--- src/rtl/mrx_pkg.sv ---
package mrx_pkg;
    typedef enum logic [1:0] {
        S_IDLE = 2'd0,
        S_HUNT = 2'd1,
        S_PASS = 2'd2
    } rx_state_t;
endpackage

--- src/rtl/mrx_shifter.sv ---
module mrx_shifter #(
    parameter int W = 8
) (
    input  logic                 clk,
    input  logic                 rst_n,
    input  logic                 clr,
    input  logic                 step,
    input  logic                 bit_in,
    output logic [W-1:0]         cand,
    output logic [$clog2(W)-1:0] ph,
    output logic                 full
);
    localparam int OW = $clog2(W);
    localparam logic [OW-1:0] FILL_MAX = OW'(W - 1);

    logic [W-1:0]  sh;
    logic [OW-1:0] fill;

    // candidate window: newest bit enters at the top, oldest sits at bit 0
    assign cand = {bit_in, sh[W-1:1]};
    assign full = (fill == FILL_MAX);

    always_ff @(posedge clk or negedge rst_n) begin
        if (!rst_n) begin
            sh   <= '0;
            ph   <= '0;
            fill <= '0;
        end else if (clr) begin
            sh   <= '0;
            ph   <= '0;
            fill <= '0;
        end else if (step) begin
            sh   <= cand;
            ph   <= ph + 1'b1;
            fill <= full ? fill : fill + 1'b1;
        end
    end
endmodule

--- src/rtl/mrx_ctrl.sv ---
module mrx_ctrl
    import mrx_pkg::*;
#(
    parameter int W = 8
) (
    input  logic                 clk,
    input  logic                 rst_n,
    input  logic                 bit_en,
    input  logic                 rx_en,
    input  logic                 rx_reset,
    input  logic                 match_en,
    input  logic                 octet_only,
    input  logic                 irq_en,
    input  logic                 fifo_full,
    input  logic [W-1:0]         match_byte,
    input  logic [W-1:0]         cand,
    input  logic [$clog2(W)-1:0] ph,
    input  logic                 full,
    output logic                 run,
    output logic                 wr_en,
    output logic [W-1:0]         wr_data,
    output logic                 match_seen,
    output logic [$clog2(W)-1:0] match_ofs,
    output logic                 match_irq,
    output logic                 overrun
);
    localparam int OW = $clog2(W);
    localparam logic [OW-1:0] LAST = OW'(W - 1);

    rx_state_t     state, state_nx;
    logic [OW-1:0] bc;
    logic          act_in, step, hit, emit;

    assign act_in = rx_en & ~rx_reset;
    assign run    = act_in & (state != S_IDLE);
    assign step   = run & bit_en;
    assign hit    = step && (state == S_HUNT) && (cand == match_byte)
                    && (octet_only ? (ph == LAST) : full);
    assign emit   = hit || (step && (state == S_PASS) && (bc == LAST));

    // next-state logic
    always_comb begin
        state_nx = state;
        if (!act_in) begin
            state_nx = S_IDLE;                              // STOP
        end else begin
            unique case (state)
                S_IDLE:  state_nx = match_en ? S_HUNT : S_PASS; // START_HUNT / START_PASS
                S_HUNT:  state_nx = hit ? S_PASS : S_HUNT;      // MATCH
                S_PASS:  state_nx = S_PASS;
                default: state_nx = S_IDLE;
            endcase
        end
    end

    // state register
    always_ff @(posedge clk or negedge rst_n) begin
        if (!rst_n) state <= S_IDLE;
        else        state <= state_nx;
    end

    // registered outputs
    always_ff @(posedge clk or negedge rst_n) begin
        if (!rst_n) begin
            wr_en      <= 1'b0;
            wr_data    <= '0;
            match_seen <= 1'b0;
            match_ofs  <= '0;
            match_irq  <= 1'b0;
            overrun    <= 1'b0;
            bc         <= '0;
        end else begin
            wr_en     <= 1'b0;
            match_irq <= 1'b0;
            if (rx_reset)               overrun <= 1'b0;
            else if (emit && fifo_full) overrun <= 1'b1;
            if (emit && !fifo_full) begin
                wr_en   <= 1'b1;
                wr_data <= cand;
            end
            if (!act_in) begin
                match_seen <= 1'b0;
                match_ofs  <= '0;
            end
            if (!run) begin
                bc <= '0;
            end else if (hit) begin
                match_seen <= 1'b1;
                match_ofs  <= ph;
                match_irq  <= irq_en;
                bc         <= '0;
            end else if (step && state == S_PASS) begin
                bc <= bc + 1'b1;
                if (!match_seen) begin
                    match_seen <= 1'b1;
                    match_ofs  <= '0;
                    match_irq  <= irq_en;
                end
            end
        end
    end

    AST_WR_ROOM:       assert property (@(posedge clk) disable iff (!rst_n) wr_en |-> $past(!fifo_full));
    AST_OVR_STICKY:    assert property (@(posedge clk) disable iff (!rst_n) overrun && !rx_reset |=> overrun);
    AST_WR_AFTER_SEEN: assert property (@(posedge clk) disable iff (!rst_n) wr_en |-> match_seen);
    AST_HUNT_UNSEEN:   assert property (@(posedge clk) disable iff (!rst_n) (state == S_HUNT) |-> !match_seen);
    AST_IRQ_PULSE:     assert property (@(posedge clk) disable iff (!rst_n) match_irq |=> !match_irq);
    AST_IRQ_RISE:      assert property (@(posedge clk) disable iff (!rst_n) match_irq |-> $rose(match_seen));
    AST_IDLE_QUIET:    assert property (@(posedge clk) disable iff (!rst_n) !rx_en |=> (!match_seen && !wr_en));
endmodule

--- src/rtl/mrx_align_rx.sv ---
module mrx_align_rx #(
    parameter int W = 8
) (
    input  logic                 clk,
    input  logic                 rst_n,
    input  logic                 bit_en,
    input  logic                 bit_in,
    input  logic                 rx_en,
    input  logic                 rx_reset,
    input  logic                 match_en,
    input  logic                 octet_only,
    input  logic [W-1:0]         match_byte,
    input  logic                 irq_en,
    input  logic                 fifo_full,
    output logic                 wr_en,
    output logic [W-1:0]         wr_data,
    output logic                 match_seen,
    output logic [$clog2(W)-1:0] match_ofs,
    output logic                 match_irq,
    output logic                 overrun
);
    localparam int OW = $clog2(W);

    logic [W-1:0]  cand;
    logic [OW-1:0] ph;
    logic          full;
    logic          run;

    mrx_shifter #(.W(W)) u_shift (
        .clk    (clk),
        .rst_n  (rst_n),
        .clr    (!run),
        .step   (run & bit_en),
        .bit_in (bit_in),
        .cand   (cand),
        .ph     (ph),
        .full   (full)
    );

    mrx_ctrl #(.W(W)) u_ctrl (
        .clk        (clk),
        .rst_n      (rst_n),
        .bit_en     (bit_en),
        .rx_en      (rx_en),
        .rx_reset   (rx_reset),
        .match_en   (match_en),
        .octet_only (octet_only),
        .irq_en     (irq_en),
        .fifo_full  (fifo_full),
        .match_byte (match_byte),
        .cand       (cand),
        .ph         (ph),
        .full       (full),
        .run        (run),
        .wr_en      (wr_en),
        .wr_data    (wr_data),
        .match_seen (match_seen),
        .match_ofs  (match_ofs),
        .match_irq  (match_irq),
        .overrun    (overrun)
    );
endmodule

--- config.mk ---
export PLATFORM = sky130hd
export DESIGN_NAME = mrx_align_rx
export DESIGN_NICKNAME = d
export VERILOG_FILES = /design/src/rtl/mrx_pkg.sv /design/src/rtl/mrx_shifter.sv /design/src/rtl/mrx_ctrl.sv /design/src/rtl/mrx_align_rx.sv
export SDC_FILE = /design/constraint.sdc
export NUM_CORES = 1
export LEC_CHECK = 0
export CORE_AREA = 5 5 53 67
export CTS_BUF_LIST = sky130_fd_sc_hd__clkbuf_4
export CTS_CLUSTER_SIZE = 20
export DETAILED_ROUTE_END_ITERATION = 10
export DIE_AREA = 0 0 58 72
export DONT_BUFFER_PORTS = 1
export GPL_ROUTABILITY_DRIVEN = 0
export HOLD_SLACK_MARGIN = 0.06
export MAX_ROUTING_LAYER = met4
export PLACE_DENSITY = 0.83
export SETUP_SLACK_MARGIN = 0.5
export SLEW_MARGIN = 15
export SYNTH_ARGS = -nofsm -noshare
export SYNTH_HDL_FRONTEND = slang
export SYNTH_SLANG_ARGS = --single-unit
--- constraint.sdc ---
create_clock -name clk -period 1.9 [get_ports clk]
set_input_delay 0.095 -clock clk [delete_from_list [all_inputs] [get_ports clk]]
set_output_delay 0.095 -clock clk [all_outputs]
set_load 0.03 [all_outputs]
After elaboration in Yosys (flattened, before gate mapping)
Index checks and enable logic that the tools add are counted.
Storage, ports and cells
  flip-flop bits (word level): 34
  input port bits: 18
  output and inout port bits: 15
Operators by class
  add/subtract/negate cells: 3
  equal/unequal tests: 9
  multiplexer cells: 32
  bitwise gates (word level): 4
  reduce and logical (&&, ||, !) cells: 13
Operator list (number)
  3-bit 2-to-1 mux: 13
  8-bit 2-to-1 mux: 2
  1-bit 2-to-1 mux: 13
  3-bit by 1-bit adder with 3-bit output, second input constant: 3
  3-bit == test, second input constant: 3
  8-bit == test: 1
  1-bit logical AND: 7
  2-bit 2-to-1 mux: 3
  2-bit one-hot mux with 3 select lines: 1
  2-bit inequality test, second input constant: 2
  2-bit nonzero test: 2
  1-bit AND: 3
  3-bit inequality test, second input constant: 1
  2-bit by 1-bit == test with 1-bit output, second input constant: 1
  2-bit == test, second input constant: 1
  2-bit logical NOT: 1
  2-bit AND reduction: 1
  1-bit logical NOT: 1
  1-bit logical OR: 1
  1-bit inverter: 1

Depth between registers and ports, before layout
  depth in word-level cells: 11
  depth in mapped cells: 9
  gate-level depth less buffers: 7

By module
From an unflattened synthesis, not the netlist that was laid out.
Unflattened totals
  cell total of the unflattened synthesis: 140
  area total of the unflattened synthesis: 1707.9 um^2
By module, submodules not included
  mrx_ctrl: times used 1, cells an instance 88, area an instance 1078.5 um^2
  mrx_shifter: times used 1, cells an instance 50, area an instance 619.3 um^2
  mrx_align_rx: times used 1, cells an instance 2, area an instance 10.0 um^2

Worst setup path after synthesis
OpenSTA, ideal clock, no wires.
  kind: register to register
  from: register u_shift.ph[0]
  to: register u_ctrl.wr_data[0]
  setup time: 0.125 ns
  arrival time: 1.864 ns
  required time: 1.775 ns
  path slack: -0.089 ns
  cell stages (with the launch flop): 9
  path buffers: 1
  cells stage by stage: dfrtp_1 > ha_1 > ha_1 > mux2i_1 > nor4_1 > and4_1 > buf_6 > o21bai_4 > mux2_4
On the way
  longest elaborated chain between the ends: 5
RTL lines
  from (decl): RTL line mrx_shifter.sv:10  | output logic [$clog2(W)-1:0] ph,
  from (signal assigned): RTL line mrx_shifter.sv:34  | ph <= ph + 1'b1;
  3-bit == test: RTL line mrx_ctrl.sv:38  | && (octet_only ? (ph == LAST) : full);
  1-bit 2-to-1 mux: RTL line mrx_ctrl.sv:38
  1-bit logical AND: RTL line mrx_ctrl.sv:38
  1-bit logical OR: RTL line mrx_ctrl.sv:39  | assign emit = hit || (step && (state == S_PASS) && (bc == LAST));
  1-bit logical AND: RTL line mrx_ctrl.sv:77  | if (emit && !fifo_full) begin
  to (signal assigned): RTL line mrx_ctrl.sv:79  | wr_data <= cand;
  to (decl): RTL line mrx_ctrl.sv:21  | output logic [W-1:0] wr_data,
Every way passes these cells.
A chain may end at the register's enable or synchronous reset.

Worst setup path after layout
  from: register u_shift.fill[1]
  to: register u_ctrl.wr_data[2]
On the way
  longest elaborated chain between the ends: 5
RTL lines
  from (decl): RTL line mrx_shifter.sv:17  | logic [OW-1:0] fill;
  from (signal assigned): RTL line mrx_shifter.sv:35  | fill <= full ? fill : fill + 1'b1;
  3-bit == test: RTL line mrx_shifter.sv:21  | assign full = (fill == FILL_MAX);
  1-bit 2-to-1 mux: RTL line mrx_ctrl.sv:38
  1-bit logical AND: RTL line mrx_ctrl.sv:38
  1-bit logical OR: RTL line mrx_ctrl.sv:39
  1-bit logical AND: RTL line mrx_ctrl.sv:77
Every way passes these cells.

==> flow_metrics.py <==
metrics = {
    "critical_path": {
        "cp-start-kind": "flop",
        "crit_family": "multiplexers",
        "critPathArrivalTime_ns": 2.16,
        "path_cells": "ha_2 -> ha_4 -> mux2i_1 -> nor4_1 -> and4_2 -> o21bai_4 -> buf_12 -> mux2_4",
        "crit_path_max_incr_delay_ns": 0.41,
        "worst_setup_path_end_kind": "flop",
        "path_buf_inv": 1,
        "worstPathRequired_ns": 2.12,
        "crit_fanout": 9,
        "crit_path_top_delay_cell": "dfrtp_1",
        "path_class": "reg -> reg",
    },
    "clocking": {
        "cts.clk_slew.worst_paths_ns": 0.09,
        "htree_levels": 2,
        "tritoncts": "done",
        "clock_sinks": 33,
        "insertion_delay_ns": 0.33,
        "ctsLongestPathBuffers": 2,
        "numCtsBuffers": 5,
        "cts_root_buf": "clkbuf_4",
    },
    "grt": {
        "grt_max_degree": 34,
        "grt_pass1_wl_um": 5485,
        "grt_remaining_overflow": 0,
        "grtUsageTotal_pct": 18.31,
        "grt_pass1_vias": 1099,
        "antenna_found_initial": 0,
    },
    "sta": {
        "rsz0062_at_grt": "true",
        "timing.final.crit_share_pct": 102.2,
        "clock-skew-final_ns": 0.01048,
        "setup_slack_ns": -0.04212,
        "drv_slew": 0,
        "period_needed_ns": 1.942,
        "worst_slew_pin_slew_ns": 0.6544,
        "max-slew-margin-rel_pct": 56.23,
        "hold_violations": 0,
        "timing.fmax_ghz": 0.5149,
        "finalSetupViolations": 8,
    },
    "power": {
        "internal-power_mw": 0.8962,
        "powerDensity_nw_per_um2": 588.0,
        "pwr-share-clk_pct": 31.2,
        "p_leak_nw": 0.9620,
        "ir_drop_uv": 523.9,
        "switching_share_pct": 22.95,
        "pwr-share-seq_pct": 61.0,
        "power_frac_comb_pct": 7.7,
        "p_switching_mw": 0.2670,
    },
    "synth": {
        "avgSynthCellArea_um2": 12.12,
        "synthDistinctLibCells": 27,
        "synth_warnings": 0,
        "netlist_top_cells_area": "dfrtp_1 (52%), mux2i_1 (8.9%), mux2_4 (7.6%)",
        "syn-num-nets": 154,
        "yosysSeqAreaShare_pct": 52.42,
        "ys_ff_latch": 33,
        "netlist_area_um2": 1575,
        "yosys.area.top_type": "dfrtp_1",
        "synthCells": 130,
        "synth_top_area_share_pct": 52.42,
    },
    "finish": {
        "finalInstanceArea_um2": 1978,
        "final_cell_count_no_fill": 189,
        "final_core_util_pct": 69.10,
        "final_nets": 177,
        "area_growth_pct": 25.58,
        "drive_gt1_share_pct": 30.72,
        "fill_cells": 196,
        "antennaDiodeCount": 0,
    },
    "detailed_routing": {
        "vias": 1050,
        "drcViolationCount": 0,
        "avgViaCountPerCell": 5.556,
        "routedWlPerCell_um": 18.00,
        "drtIter0Drc": 23,
        "dr.pass1.iters": 6,
        "wirelength_um": 3402,
        "ant_nets": 0,
    },
    "place": {
        "dpl_cell_area_um2": 1662,
        "dp_cells": 168,
        "post-place-ws_ns": 0.01287,
        "io_buffers": 0,
        "dp_hpwl_um": 2322,
    },
    "outcome": {
        "status": "complete, but fails checks",
        "violations": "negative setup slack",
    },
    "min_path": {
        "hp-class": "in -> reg",
    },
    "floorplan": {
        "rows": 22,
        "io_pins": 33,
        "fp.dieH_um": 72,
        "core_area_um2": 2863,
        "start_util_pct": 55.03,
        "die_w_um": 58,
        "dieArea_um2": 4176,
    },
    "run": {
        "maxCapViolations": 0,
    },
}
==> repair_timing <==
item / in CTS / in global routing
hold endpoints to repair: 49 / 2
resized for setup: 10 / 18
setup endpoints to repair: 20 / 22
gates cloned: 1 / 0
hold buffers: 9 / 1
setup buffers: 1 / 2
pin swaps: 1 / 11
==> power by group through the flow <==
stage	Sequential [mW]	Clock (mW)	Combinational [mW]
3_5_place_dp	0.723	0	0.0438
6_report	0.710	0.363	0.0901
4_1_cts	0.710	0.375	0.0845
5_1_grt	0.710	0.402	0.0994
3_3_place_gp	0.723	0	0.0425
2_1_floorplan	0.723	0	0.0389
==> stage by stage <==
step / power [mW] / setup TNS [ns] / hold WS (ns)
after floorplan: 0.7617 / -0.03901 / -0.2006
after global placement: 0.7656 / 0 / -0.1995
after detailed placement: 0.7671 / 0 / -0.1997
after CTS: 1.169 / 0 / 0.07962
after global routing: 1.212 / -0.9127 / 0.08085
final: 1.163 / -0.2427 / 0.1023
==> synthesized netlist by cell type <==
cell type / instances
nor4_1: 1
ha_1: 6
buf_1: 1
nor2b_1: 1
nor3b_1: 1
nor4b_4: 1
mux2_4: 8
nand2b_4: 1
buf_2: 1
inv_1: 3
mux2i_1: 14
xor2_1: 8
clkbuf_1: 1
o21ai_1: 1
and4_1: 2
inv_2: 1
a21oi_1: 4
nand2b_1: 1
nor2_1: 17
buf_6: 1
nand2_1: 6
o21ai_0: 5
and2_2: 1
nor3_1: 7
xnor2_1: 3
dfrtp_1: 33
o21bai_4: 1
==> final cells by class <==
cell class	instances	area, um2	area share (%)
sequential	33	825.8	41.75
multi-input combinational	89	814.5	41.18
timing repair buffer	20	229.0	11.57
clock buffer	6	45.04	2.277
tap	36	45.04	2.277
inverter	4	15.01	0.7590
clock inverter	1	3.754	0.1898
==> path summary, 6_finish.rpt <==
kind	startpoint	endpoint	slack, ns	cells past startpoint
worst max-delay path	u_shift.fill[1]$_DFFE_PN0P_	u_ctrl.wr_data[2]$_DFFE_PN0P_	-0.04	8
worst min-delay path	fifo_full	u_ctrl.wr_en$_DFF_PN0_	0.10	3
worst max register to register	u_shift.fill[1]$_DFFE_PN0P_	u_ctrl.wr_data[2]$_DFFE_PN0P_	-0.04	8
worst min register to register	u_ctrl.state[1]$_DFF_PN0_	u_ctrl.state[0]$_DFF_PN0_	0.53	1
max in group asynchronous	rst_n	u_shift.sh[6]$_DFFE_PN0P_	1.51	2
min in group asynchronous	rst_n	u_shift.sh[2]$_DFFE_PN0P_	0.20	2
==> layer usage <==
layer  part of all wire [%]  GRT usage, %
met5                      0             -
met4                   0.38         5.928
met3                    7.3         7.829
met2                     53         30.15
met1                     39         19.77
==> sequential cells by signal, summed over array words and instances, names as in the netlist <==
signal,count
u_ctrl.bc,3
u_ctrl.match_irq,1
u_ctrl.match_ofs,3
u_ctrl.match_seen,1
u_ctrl.overrun,1
u_ctrl.state,2
u_ctrl.wr_data,8
u_ctrl.wr_en,1
u_shift.fill,3
u_shift.ph,3
u_shift.sh,7
==> worst register-to-register path, stage by stage (launching register included) <==
cell	delay, ns
dfrtp_1	0.41
ha_2	0.21
ha_4	0.16
mux2i_1	0.13
nor4_1	0.06
and4_2	0.26
o21bai_4	0.14
buf_12	0.15
mux2_4	0.31
==> placed cells by master, fill, tap and decap left out, types with 2 or more instances in the layout <==
| cell type | instances |
|---|---|
| mux2i_1 | 14 |
| clkbuf_4 | 6 |
| inv_1 | 3 |
| xnor2_1 | 3 |
| nor3_2 | 2 |
| mux2_4 | 8 |
| ha_2 | 3 |
| xor2_1 | 8 |
| ha_1 | 2 |
| nor3_4 | 3 |
| nor2_1 | 16 |
| nand2_1 | 5 |
| dlygate4sd3_1 | 9 |
| buf_12 | 2 |
| o21ai_1 | 3 |
| nor3_1 | 2 |
| o21ai_2 | 2 |
| buf_4 | 6 |
| nand2b_4 | 2 |
| dfrtp_1 | 33 |
| a21oi_1 | 3 |
==> kinds of logic after synthesis <==
family	count (synthesis)	share of synthesized area, %
compound gates	11	4.368
xor+xnor	11	6.116
fa+ha+maj	6	4.766
buf+inv	8	2.461
flops	33	52.42
mux	22	16.52
simple gates	39	13.34
Note: power is estimated with default switching activity, not from simulation.
